**src/rtl/spi_sck_divider.sv**
```systemverilog
module spi_sck_divider #(
  parameter int CFG_W = 32,
  parameter int CNT_W = 6
) (
  input  logic             clk,
  input  logic             rst_n,
  input  logic             run,
  input  logic [CFG_W-1:0] cfg_word,
  output logic             sck,
  output logic             sck_rise,
  output logic             sck_fall
);
  localparam int LO_LSB  = 0;
  localparam int HI_LSB  = CNT_W;
  localparam int DIV_LSB = 2 * CNT_W;
  localparam int USED_W  = 3 * CNT_W;
  localparam logic [CNT_W-1:0] ONE = CNT_W'(1);

  logic [CNT_W-1:0] cfg_div, cfg_hi, div_eff, hi_eff;
  logic [CNT_W-1:0] ph, div_q, hi_q;
  logic             active;

  assign cfg_div = cfg_word[DIV_LSB +: CNT_W];
  assign cfg_hi  = cfg_word[HI_LSB +: CNT_W];
  assign div_eff = (cfg_div == '0) ? ONE : cfg_div;
  assign hi_eff  = (cfg_hi >= div_eff) ? div_eff - ONE : cfg_hi;

  wire unused_cfg = ^{cfg_word[CFG_W-1:USED_W], cfg_word[LO_LSB +: CNT_W]};

  always_ff @(posedge clk) begin
    if (!rst_n) begin
      active <= 1'b0;
      ph     <= '0;
      div_q  <= ONE;
      hi_q   <= '0;
    end else if (!run) begin
      active <= 1'b0;
      ph     <= '0;
      div_q  <= div_eff;
      hi_q   <= hi_eff;
    end else begin
      active <= 1'b1;
      if (active && ph == div_q) begin
        ph    <= '0;
        div_q <= div_eff;
        hi_q  <= hi_eff;
      end else if (active) begin
        ph <= ph + ONE;
      end
    end
  end

  assign sck      = active && (ph <= hi_q);
  assign sck_rise = active && (ph == '0);
  assign sck_fall = active && (ph == hi_q + ONE);
endmodule

```
**config.mk**
```make
export PLATFORM = sky130hd
export DESIGN_NAME = spi_sck_divider
export DESIGN_NICKNAME = d
export VERILOG_FILES = /design/src/rtl/spi_sck_divider.sv
export SDC_FILE = /design/constraint.sdc
export NUM_CORES = 1
export LEC_CHECK = 0
export BUFFER_PORTS_ARGS = -buffer_cell sky130_fd_sc_hd__buf_2
export CORE_MARGIN = 2
export CORE_UTILIZATION = 47
export CTS_BUF_LIST = sky130_fd_sc_hd__clkbuf_16
export DETAILED_ROUTE_END_ITERATION = 12
export PLACE_DENSITY = 0.75
export SYNTH_ARGS = -nofsm -noshare
export SYNTH_HDL_FRONTEND = slang
export SYNTH_SLANG_ARGS = --single-unit
```
**constraint.sdc**
```tcl
create_clock -name clk -period 2.1 [get_ports clk]
set_input_delay 0.315 -clock clk [delete_from_list [all_inputs] [get_ports clk]]
set_output_delay 0.315 -clock clk [all_outputs]
set_load 0.01 [all_outputs]
```
==> impl_metrics.env <==
export IMPL_status="finished, final reports clean"
export IMPL_path_cells="inv_1 -> ha_1 -> or4b_2 -> nor3b_2 -> buf_2"
export IMPL_cap_violations=0
export IMPL_syn_avg_cell_area_sq_um=8.68
export IMPL_critical_path_class="flip-flop to output port"
export IMPL_post_route_period_util_pct=98.2
export IMPL_grt_use_total_pct=17.8
export IMPL_finalWeightedCongestion=0.808
export IMPL_hold_path_endpoint="div_q[0]"
export IMPL_grt_pass1_wl_mm=4.84
export IMPL_cts_sinks=19
export IMPL_place_inst=223
export IMPL_drt_first_pass_iters=4
export IMPL_holdWs_ns=0.341
export IMPL_num_rows=20
export IMPL_cp_max_fo=7
export IMPL_min_path_type="primary input to flip-flop"
export IMPL_grt_max_degree=14
export IMPL_cts_tree="built"
export IMPL_critPathRequiredTime_ns=1.78
export IMPL_synthCells=167
export IMPL_async_flop_share_pct=0
export IMPL_numCtsBuffers=3
export IMPL_p_leak_nw=0.812
export IMPL_n_antenna_cell=0
export IMPL_holdBufCountCts=0
export IMPL_synthFlopType="dfxtp_1"
export IMPL_synth_edff_count=0
export IMPL_drtIter0Drc=19
export IMPL_max_stage_delay_ns=0.61
export IMPL_timing_hold_violations_final=0
export IMPL_antenna_found_initial=0
export IMPL_crit_path_top_delay_cell="or4b_2"
export IMPL_worstReg2RegStart="ph[3]"
export IMPL_core_area_sq_um=3000
export IMPL_htree_levels=1
export IMPL_fmax_mhz=485
export IMPL_r2r_cells=7
export IMPL_drive_above_1_share_pct=28.2
export IMPL_rsz0062_at_grt="yes"
export IMPL_clockBufferDepth=2
export IMPL_dpl_hpwl_mm=2.21
export IMPL_die_y_microns=59.5
export IMPL_crit_path_start_kind="flip-flop"
export IMPL_max_slew_worst_pin_slew_ns=0.440
export IMPL_p_per_area_nw_per_um2=574
export IMPL_dieArea_sq_um=3540
export IMPL_via_per_inst=5.30
export IMPL_grt_ovfl_total=0
export IMPL_route_vias_total=1209
export IMPL_fin_util_pct=59.3
export IMPL_grt_pass1_vias=1146
export IMPL_ys_warn_count=0
export IMPL_setup_viol=0
export IMPL_maxSlewViolCount=0
export IMPL_drc=0
export IMPL_nets=247
export IMPL_die_w_microns=59.5
export IMPL_root_buffer="clkbuf_16"
export IMPL_ys_types=38
export IMPL_clkSlewWorstSetupHoldPaths_ns=0.05
export IMPL_wl_per_cell_microns=12.8
export IMPL_io_buffers=17
export IMPL_timing_rr_end="hi_q[3]"
export IMPL_synth_area_sq_um=1450
export IMPL_min_period_ns=2.06
export IMPL_ys_seq_area_share_pct=26.3
export IMPL_area_growth_pct=22.8
export IMPL_yosys_register_bits=19
export IMPL_ir_drop_uv=611
export IMPL_max_slew_margin_pct=70.5
export IMPL_start_util_pct=48.3
export IMPL_hold_depth=2
export IMPL_routed_wl_mm=2.91
export IMPL_ant_nets=0
export IMPL_fill_cells=255
export IMPL_critPathCaptureType="output port"
export IMPL_syn_nets=218
export IMPL_rrSetupSlack_ns=0.35
export IMPL_finalClockSkew_ns=0.00291
export IMPL_cp_arrival_ns=1.75
export IMPL_min_from="rst_n"
export IMPL_top_level_ports=38
export IMPL_clock_latency_ns=0.25
export IMPL_instances_no_fill=228
timing repair:
item                                   in CTS  in global routing
setup endpoints to repair                   1                  9
setup buffers                               1                  0
gates resized for setup                     4                 13
endpoints found under the hold margin       0                  0
pin swaps                                   1                  6
power breakdown:
| part | internal [mW] | switching [mW] |
|---|---|---|
| sequential | 0.381 | 0.0208 |
| combinational | 0.116 | 0.121 |
| clock | 0.253 | 0.130 |
area by class of cell:
type / instances / area (sq um) / area share [%]
clock buffer: 3 / 75.1 / 4.22
clock inverter: 1 / 3.75 / 0.211
inverter: 21 / 78.8 / 4.43
multi-input combinational: 123 / 1020 / 57.4
sequential: 19 / 392 / 22.0
tap: 33 / 41.3 / 2.32
timing repair buffer: 28 / 168 / 9.42
state kept, by name (all words and copies together), names as in the netlist:
register,count
div_q,6
hi_q,6
ph,6
active,1
cell usage in the layout, fill, tap and decap left out, types with 4 or more instances in the layout:
cell and n:
buf_2 17, mux2i_1 12, inv_1 21, ha_1 14, buf_4 11, a21oi_1 9
xnor2_1 12, nand2_1 6, o211ai_1 4, dfxtp_1 14, xor2_1 6, nor2_1 15
worst max-delay path: cells and delay by family, from the launching register on:
family | cells | cell delay, ns
AND/OR/NAND/NOR | 2 | 0.79
flip-flops | 1 | 0.36
buffers and inverters | 2 | 0.22
adder cells (fa/ha/maj) | 1 | 0.14
stage by stage:
stage                     power, mW  TNS, ns  worst slack, ns  instance area, sq um
after floorplan               0.562        0          0.00903                  1460
after global placement        0.619    -1.02           -0.208                  1620
after detailed placement      0.623    -1.05           -0.211                  1620
after CTS                      1.01        0          0.00346                  1720
after global routing           1.07  -0.0578          -0.0311                  1780
final                          1.02        0           0.0373                  1780
worst max-delay path by stage:
stage / from / end / slack, ns / cells after the start
2_1_floorplan: cfg_word[15] / hi_q[4] / 0.009 / 10
3_3_place_gp: cfg_word[15] / hi_q[4] / -0.21 / 11
3_5_place_dp: cfg_word[15] / hi_q[4] / -0.21 / 11
4_1_cts: hi_q[2] / sck / 0.003 / 8
5_1_grt: cfg_word[15] / hi_q[0] / -0.03 / 11
6_report: ph[1] / sck_rise / 0.04 / 5
logic make-up after synthesis:
logic type / Yosys count / share of synthesized area, %
AOI/OAI and AO/OA: 31 / 13.7
xor gates and xnor gates: 20 / 13.1
adders and majority gates: 16 / 13.8
buffers and inverters: 25 / 8.38
DFF: 19 / 26.3
muxes: 12 / 8.29
and+or+nand+nor: 44 / 16.4
Yosys cell counts (all sizes together), types with 2 or more instances:
cell type   n  area [sq um]
a21o        3          22.5
a21oi      10          50.1
a31oi       2          12.5
and2        2          12.5
buf         4          42.5
dfxtp      19           380
ha         16           200
inv        21          78.8
mux2i      12           120
nand2       7          33.8
nand3       4          25.0
nand4       4          31.3
nor2       16          60.1
nor3        2          10.0
o211ai      4          30.0
o21ai       7          46.3
o22ai       2          12.5
or2         2          12.5
xnor2      14           138
xor2        6          52.6
metal layers:
layer	share of wire [%]	vias to the layer above	wire length (microns)	GRT usage, %
met2	48	16	1390	29.4
met1	49	559	1410	23.8
li1	-	630	-	-
met3	2.7	4	80	3.93
met5	0	-	0	0
met4	0.93	0	27	3.81
No activity file was read; power rests on OpenSTA's default activity.
